==> config.mk <==
export PLATFORM = sky130hd
export DESIGN_NAME = preadd_mac_slice
export DESIGN_NICKNAME = d
export VERILOG_FILES = /design/src/rtl/mac_pkg.sv /design/src/rtl/mac_in_stage.sv /design/src/rtl/mac_mul_stage.sv /design/src/rtl/mac_post_stage.sv /design/src/rtl/preadd_mac_slice.sv
export SDC_FILE = /design/constraint.sdc
export NUM_CORES = 2
export LEC_CHECK = 0
export BUFFER_PORTS_ARGS = -buffer_cell sky130_fd_sc_hd__buf_2
export CAP_MARGIN = 30
export CORE_MARGIN = 5
export CORE_UTILIZATION = 44
export CTS_CLUSTER_SIZE = 20
export DETAILED_ROUTE_END_ITERATION = 12
export GPL_ROUTABILITY_DRIVEN = 0
export PLACE_DENSITY = 0.61
export SLEW_MARGIN = 10
export SYNTH_ARGS = -nofsm -noshare
export SYNTH_HDL_FRONTEND = slang
export SYNTH_SLANG_ARGS = --single-unit
==> constraint.sdc <==
create_clock -name clk -period 10.8 [get_ports clk]
set_input_delay 2.7 -clock clk [delete_from_list [all_inputs] [get_ports clk]]
set_output_delay 2.7 -clock clk [all_outputs]
set_load 0.01 [all_outputs]
==> src/rtl/mac_pkg.sv <==
// Package mac_pkg
// Shared operation codes and post-adder control types for the pre-adder
// multiply-accumulate slice. Assumes a 2-bit operation select.
package mac_pkg;

    typedef enum logic [1:0] {
        OP_MAC_C   = 2'd0,
        OP_ACCUM   = 2'd1,
        OP_MUL     = 2'd2,
        OP_C_MINUS = 2'd3
    } mac_op_e;

    typedef enum logic [1:0] {
        ADDEND_ZERO = 2'd0,
        ADDEND_C    = 2'd1,
        ADDEND_P    = 2'd2
    } addend_e;

    typedef struct packed {
        addend_e addend;
        logic    neg_prod;
    } post_ctrl_t;

    localparam post_ctrl_t POST_CTRL_RESET = '{addend: ADDEND_C, neg_prod: 1'b0};

    // Translate an operation code into post-adder steering.
    function automatic post_ctrl_t decode_op(input logic [1:0] op);
        post_ctrl_t c;
        unique case (mac_op_e'(op))
            OP_MAC_C:   c = '{addend: ADDEND_C,    neg_prod: 1'b0};
            OP_ACCUM:   c = '{addend: ADDEND_P,    neg_prod: 1'b0};
            OP_MUL:     c = '{addend: ADDEND_ZERO, neg_prod: 1'b0};
            OP_C_MINUS: c = '{addend: ADDEND_C,    neg_prod: 1'b1};
            default:    c = POST_CTRL_RESET;
        endcase
        return c;
    endfunction

endpackage

==> src/rtl/mac_in_stage.sv <==
// Module mac_in_stage
// First pipeline stage: registers every operand and the operation code.
// Assumes a synchronous active-low clear that overrides the clock enable.
module mac_in_stage #(
    parameter int A_W = 18,
    parameter int B_W = 18,
    parameter int C_W = 48
) (
    input  logic                  clk,
    input  logic                  rst_n,
    input  logic                  ce,
    input  logic [1:0]            op_in,
    input  logic signed [A_W-1:0] a_in,
    input  logic signed [A_W-1:0] d_in,
    input  logic signed [B_W-1:0] b_in,
    input  logic signed [C_W-1:0] c_in,
    output logic [1:0]            op_q,
    output logic signed [A_W-1:0] a_q,
    output logic signed [A_W-1:0] d_q,
    output logic signed [B_W-1:0] b_q,
    output logic signed [C_W-1:0] c_q
);

    // Capture the operands and the select together on each enabled edge.
    always_ff @(posedge clk) begin
        if (!rst_n) begin
            op_q <= '0;
            a_q  <= '0;
            d_q  <= '0;
            b_q  <= '0;
            c_q  <= '0;
        end else if (ce) begin
            op_q <= op_in;
            a_q  <= a_in;
            d_q  <= d_in;
            b_q  <= b_in;
            c_q  <= c_in;
        end
    end

endmodule

==> src/rtl/mac_mul_stage.sv <==
// Module mac_mul_stage
// Second stage: sign-extends A and D by one bit, pre-adds them, multiplies
// by B and registers the full-width product. C and the decoded operation
// are delayed one stage so that they stay aligned with the product.
// Assumes signed operands from mac_in_stage.
module mac_mul_stage
    import mac_pkg::*;
#(
    parameter int A_W = 18,
    parameter int B_W = 18,
    parameter int C_W = 48,
    localparam int PRE_W = A_W + 1,
    localparam int PRD_W = PRE_W + B_W
) (
    input  logic                    clk,
    input  logic                    rst_n,
    input  logic                    ce,
    input  logic [1:0]              op_d,
    input  logic signed [A_W-1:0]   a_d,
    input  logic signed [A_W-1:0]   d_d,
    input  logic signed [B_W-1:0]   b_d,
    input  logic signed [C_W-1:0]   c_d,
    output post_ctrl_t              ctrl_q,
    output logic signed [PRD_W-1:0] prod_q,
    output logic signed [C_W-1:0]   c_q
);

    logic signed [PRE_W-1:0] pre_sum;
    logic signed [PRD_W-1:0] prod_d;

    // Pre-add at one bit above the operand width, so the sum cannot overflow.
    always_comb begin
        pre_sum = PRE_W'(a_d) + PRE_W'(d_d);
        prod_d  = PRD_W'(pre_sum) * PRD_W'(b_d);
    end

    // Register the product with the aligned addend and the decoded control.
    always_ff @(posedge clk) begin
        if (!rst_n) begin
            prod_q <= '0;
            c_q    <= '0;
            ctrl_q <= POST_CTRL_RESET;
        end else if (ce) begin
            prod_q <= prod_d;
            c_q    <= c_d;
            ctrl_q <= decode_op(op_d);
        end
    end

endmodule

==> src/rtl/mac_post_stage.sv <==
// Module mac_post_stage
// Final stage: sign-extends the product to the result width, negates it
// when asked, adds the selected addend (zero, C or the registered result)
// and registers the result, which wraps at the result width.
// Assumes P_W >= C_W.
module mac_post_stage
    import mac_pkg::*;
#(
    parameter int PRD_W = 37,
    parameter int C_W   = 48,
    parameter int P_W   = 48
) (
    input  logic                    clk,
    input  logic                    rst_n,
    input  logic                    ce,
    input  post_ctrl_t              ctrl,
    input  logic signed [PRD_W-1:0] prod,
    input  logic signed [C_W-1:0]   c_d,
    output logic signed [P_W-1:0]   p_q
);

    logic signed [P_W-1:0] prod_ext;
    logic signed [P_W-1:0] addend;
    logic signed [P_W-1:0] p_next;

    // Fit the product to the result width, widening or trimming as the widths require.
    generate
        if (P_W > PRD_W) begin : g_widen
            assign prod_ext = {{(P_W-PRD_W){prod[PRD_W-1]}}, prod};
        end else begin : g_trim
            assign prod_ext = prod[P_W-1:0];
        end
    endgenerate

    // Choose the addend and form the next result.
    always_comb begin
        unique case (ctrl.addend)
            ADDEND_C: addend = P_W'(c_d);
            ADDEND_P: addend = p_q;
            default:  addend = '0;
        endcase
        p_next = ctrl.neg_prod ? (addend - prod_ext) : (addend + prod_ext);
    end

    // Result and accumulator register.
    always_ff @(posedge clk) begin
        if (!rst_n) begin
            p_q <= '0;
        end else if (ce) begin
            p_q <= p_next;
        end
    end

endmodule

==> src/rtl/preadd_mac_slice.sv <==
// Module preadd_mac_slice
// Top of the three-stage signed pre-adder multiply-accumulate slice.
// Every input reaches p_out after three enabled edges. One synchronous
// active-low clear and one clock enable serve every register.
// Assumes all inputs are driven to known values.
module preadd_mac_slice
    import mac_pkg::*;
#(
    parameter int A_W = 18,
    parameter int B_W = 18,
    parameter int C_W = 48,
    parameter int P_W = 48,
    localparam int PRD_W = A_W + 1 + B_W
) (
    input  logic                  clk,
    input  logic                  rst_n,
    input  logic                  ce,
    input  logic [1:0]            op_sel,
    input  logic signed [A_W-1:0] a_in,
    input  logic signed [A_W-1:0] d_in,
    input  logic signed [B_W-1:0] b_in,
    input  logic signed [C_W-1:0] c_in,
    output logic signed [P_W-1:0] p_out
);

    logic [1:0]              s1_op;
    logic signed [A_W-1:0]   s1_a;
    logic signed [A_W-1:0]   s1_d;
    logic signed [B_W-1:0]   s1_b;
    logic signed [C_W-1:0]   s1_c;
    post_ctrl_t              s2_ctrl;
    logic signed [PRD_W-1:0] s2_prod;
    logic signed [C_W-1:0]   s2_c;

    mac_in_stage #(.A_W(A_W), .B_W(B_W), .C_W(C_W)) u_in (
        .clk(clk), .rst_n(rst_n), .ce(ce),
        .op_in(op_sel), .a_in(a_in), .d_in(d_in), .b_in(b_in), .c_in(c_in),
        .op_q(s1_op), .a_q(s1_a), .d_q(s1_d), .b_q(s1_b), .c_q(s1_c)
    );

    mac_mul_stage #(.A_W(A_W), .B_W(B_W), .C_W(C_W)) u_mul (
        .clk(clk), .rst_n(rst_n), .ce(ce),
        .op_d(s1_op), .a_d(s1_a), .d_d(s1_d), .b_d(s1_b), .c_d(s1_c),
        .ctrl_q(s2_ctrl), .prod_q(s2_prod), .c_q(s2_c)
    );

    mac_post_stage #(.PRD_W(PRD_W), .C_W(C_W), .P_W(P_W)) u_post (
        .clk(clk), .rst_n(rst_n), .ce(ce),
        .ctrl(s2_ctrl), .prod(s2_prod), .c_d(s2_c),
        .p_q(p_out)
    );

endmodule

==> metrics.cfg <==
[timing]
finalHoldViolations = 0
final.min_clock_period_ns = 8.80
setup_viol = 0
rsz0062_at_grt = false
slew_headroom_pct = 35.0
finalCritPeriodShare_pct = 81.5
worst_slack_ns = 2.00
maxSlewViolCount = 0
worst_pin_slew_ns = 0.974
finClkSkew_ns = 0.0218
fmax_ghz = 0.114
finalSetupTns_ns = 0
fin_hold_ws_ns = 0.493

[clock_tree]
clkSlewWorstSetupHoldPaths_ns = 0.06
cts_setup_buffers = 0
cts_resized = 0
clkSinkCount = 240
cts_htree_levels = 1
clockBufferDepth = 3
clock_latency_ns = 0.60
numCtsBuffers = 29
cts_tree = built
cts_root_buffer = clkbuf_16
hold_buffers = 0

[critical_path]
startpoint_type = flop
crit_type = flop to flop
arrival_ns = 9.28
end_kind = flop
cp_slowest_cell = fa_1
required_ns = 11.27
crit_path_max_fanout = 25
crit_top_cell = fa_1
max_stage_delay_ns = 0.76

[global_routing]
grt_max_degree = 120
grt_pass1_vias = 20639
grt_use_total_pct = 20.2
grt_pass1_wl_mm = 107
grt_antenna_before_repair = 0
grt-ovfl-total = 0

[synth]
ys_ff_latch = 240
synth_area_um2 = 25900
synth_mux_area_share_pct = 7.91
yosysUniqueCellTypes = 78
synth_ff_type = dfxtp_1
syn-num-nets = 3570
synth_top_family_by_area = adder cells
synth_simple_gate_area_share_pct = 16.7
synth_xor_area_share_pct = 4.18
yosysWarnings = 0
synth_fa_ha_area_share_pct = 34.4
synth_compound_area_share_pct = 9.97
seq_area_frac_synth_pct = 18.5
syn_inst = 2956
syn_avg_cell_area_um2 = 8.77
async_flop_share_pct = 0
synth_edf_count = 0

[floorplan]
start_util_pct = 44.2
dieHeight_um = 253
die_w_um = 253
rows = 89
io_pins = 155
dieArea_um2 = 63900
fp.coreArea_um2 = 58700

[outcome]
status = finished clean

[routing]
drtIter0Drc = 1122
drtPass1Iterations = 5
drc = 0
finalWirelength_mm = 65.3
avgViaCountPerCell = 5.26
ant_nets = 0
drt-wirelength-per-cell_um = 17.1
vias = 20153

[cells_and_area]
antennaDiodeCount = 0
nets = 3647
finalNonFillerCells = 3829
fillCellCount = 5552
layout_common_cells = 422 x inv_1, 350 x nor2_1, 342 x fa_1, 240 x dfxtp_1, 219 x nand2_1
final_common_cell = inv_1
drive_gt1_share_pct = 8.87
stdcell_area_um2 = 28500
syn_to_final_growth_pct = 10.1

[power]
p_leak_nw = 14.1
ir_worst_vdd_v = 0.000134
powerDensity_nw_per_um2 = 175

[placement]
dpl.hpwl_mm = 51.4
pre_cts_slack_ns = 1.95
postPlaceCellArea_um2 = 27400
place_inst = 3770
io_buffers = 154

[run]
maxCapViolCount = 0

[min_path]
hold_path_class = flop to flop

sequential cells by signal (all words and copies together), names as in the netlist:
register / count
u_in.a_q: 18
u_in.b_q: 18
u_in.c_q: 48
u_in.d_q: 18
u_in.op_q: 2
u_mul.c_q: 48
u_mul.ctrl_q: 3
u_mul.prod_q: 37
u_post.p_q: 48
final timing paths:
check,from,to,slack (ns),cells after the start
max,u_in.d_q[0],u_mul.prod_q[33],2.00,31
min,u_in.c_q[41],u_mul.c_q[41],0.49,2
max reg2reg,u_in.d_q[0],u_mul.prod_q[33],2.00,31
min reg2reg,u_in.c_q[41],u_mul.c_q[41],0.49,2
power by group:
part           internal [W]  switching (W)  total, W
registers          0.000998       0.000130   0.00113
logic               0.00114        0.00169   0.00283
clock network      0.000626       0.000418   0.00104
cell usage after synthesis, types with 4 or more instances:
| cell | count | area, um2 |
|---|---|---|
| inv_1 | 422 | 1580 |
| nand3_1 | 41 | 205 |
| xor2_1 | 25 | 219 |
| o31a_1 | 4 | 35.0 |
| o211ai_1 | 11 | 82.6 |
| nor4_1 | 5 | 31.3 |
| o211a_1 | 4 | 40.0 |
| and2_1 | 170 | 1060 |
| o2111ai_1 | 6 | 52.6 |
| and3_1 | 9 | 56.3 |
| clkbuf_1 | 118 | 443 |
| nor2b_1 | 27 | 169 |
| a311oi_1 | 5 | 43.8 |
| a21o_1 | 45 | 338 |
| mux2i_1 | 205 | 2050 |
| o22ai_1 | 5 | 31.3 |
| nor3_1 | 25 | 125 |
| a211oi_1 | 11 | 82.6 |
| a22oi_1 | 51 | 383 |
| buf_1 | 29 | 109 |
| nand2_1 | 219 | 822 |
| or2_2 | 4 | 25.0 |
| nand2b_1 | 21 | 131 |
| nor2_1 | 351 | 1320 |
| o21ai_0 | 43 | 215 |
| a211o_1 | 4 | 35.0 |
| a31oi_1 | 13 | 81.3 |
| or3_1 | 12 | 75.1 |
| o21bai_1 | 8 | 60.1 |
| o21a_1 | 16 | 120 |
| nand4_1 | 8 | 50.1 |
| o21ai_1 | 10 | 50.1 |
| dfxtp_1 | 240 | 4800 |
| fa_1 | 342 | 6850 |
| xnor2_1 | 97 | 850 |
| or4_1 | 6 | 45.0 |
| a21oi_1 | 108 | 541 |
| ha_1 | 165 | 2060 |
per-stage QoR:
stage | power, W | util [%]
after detailed placement | 0.00395 | 46.7
after floorplan | 0.00322 | -
after global routing | 0.00546 | 48.6
final | 0.00500 | 48.6
after CTS | 0.00502 | 48.5
after global placement | 0.00388 | 46.7
cell families (layout without fill, tap and decap cells):
group,after synthesis,count (layout)
flops,240,240
compound gates,386,386
xor+xnor,123,123
fa+ha+maj,508,508
mux,205,205
simple gates,920,920
buf+inv,574,674
cell type report:
type                            count  area [um2]  share of cell area (%)
Clock buffer                       38         800                    2.80
Sequential cell                   240        4800                    16.8
Inverter                          425        1600                    5.61
Multi-Input combinational cell   2142       19000                    66.5
Timing Repair Buffer              195        1160                    4.05
Clock inverter                     16         228                   0.798
Tap cell                          773         967                    3.39
critical path: cells and delay by family (launching register included):
family | cells | cell delay (ns)
multiplexers | 1 | 0.15
buffers and inverters | 3 | 0.15
XOR/XNOR | 1 | 0.18
adder cells (fa/ha/maj) | 9 | 4.32
AND/OR/NAND/NOR | 6 | 1.29
flip-flops | 1 | 0.34
AO/OA/AOI/OAI | 11 | 2.24
per-layer routing:
metal,global-route usage (%),vias up,wire length (um)
met1,27.3,9951,29400
met5,0,-,0
met2,35.1,451,31500
li1,-,9660,-
met4,4.49,0,1490
met3,2.33,91,2920
(Power assumes the default switching activity.)
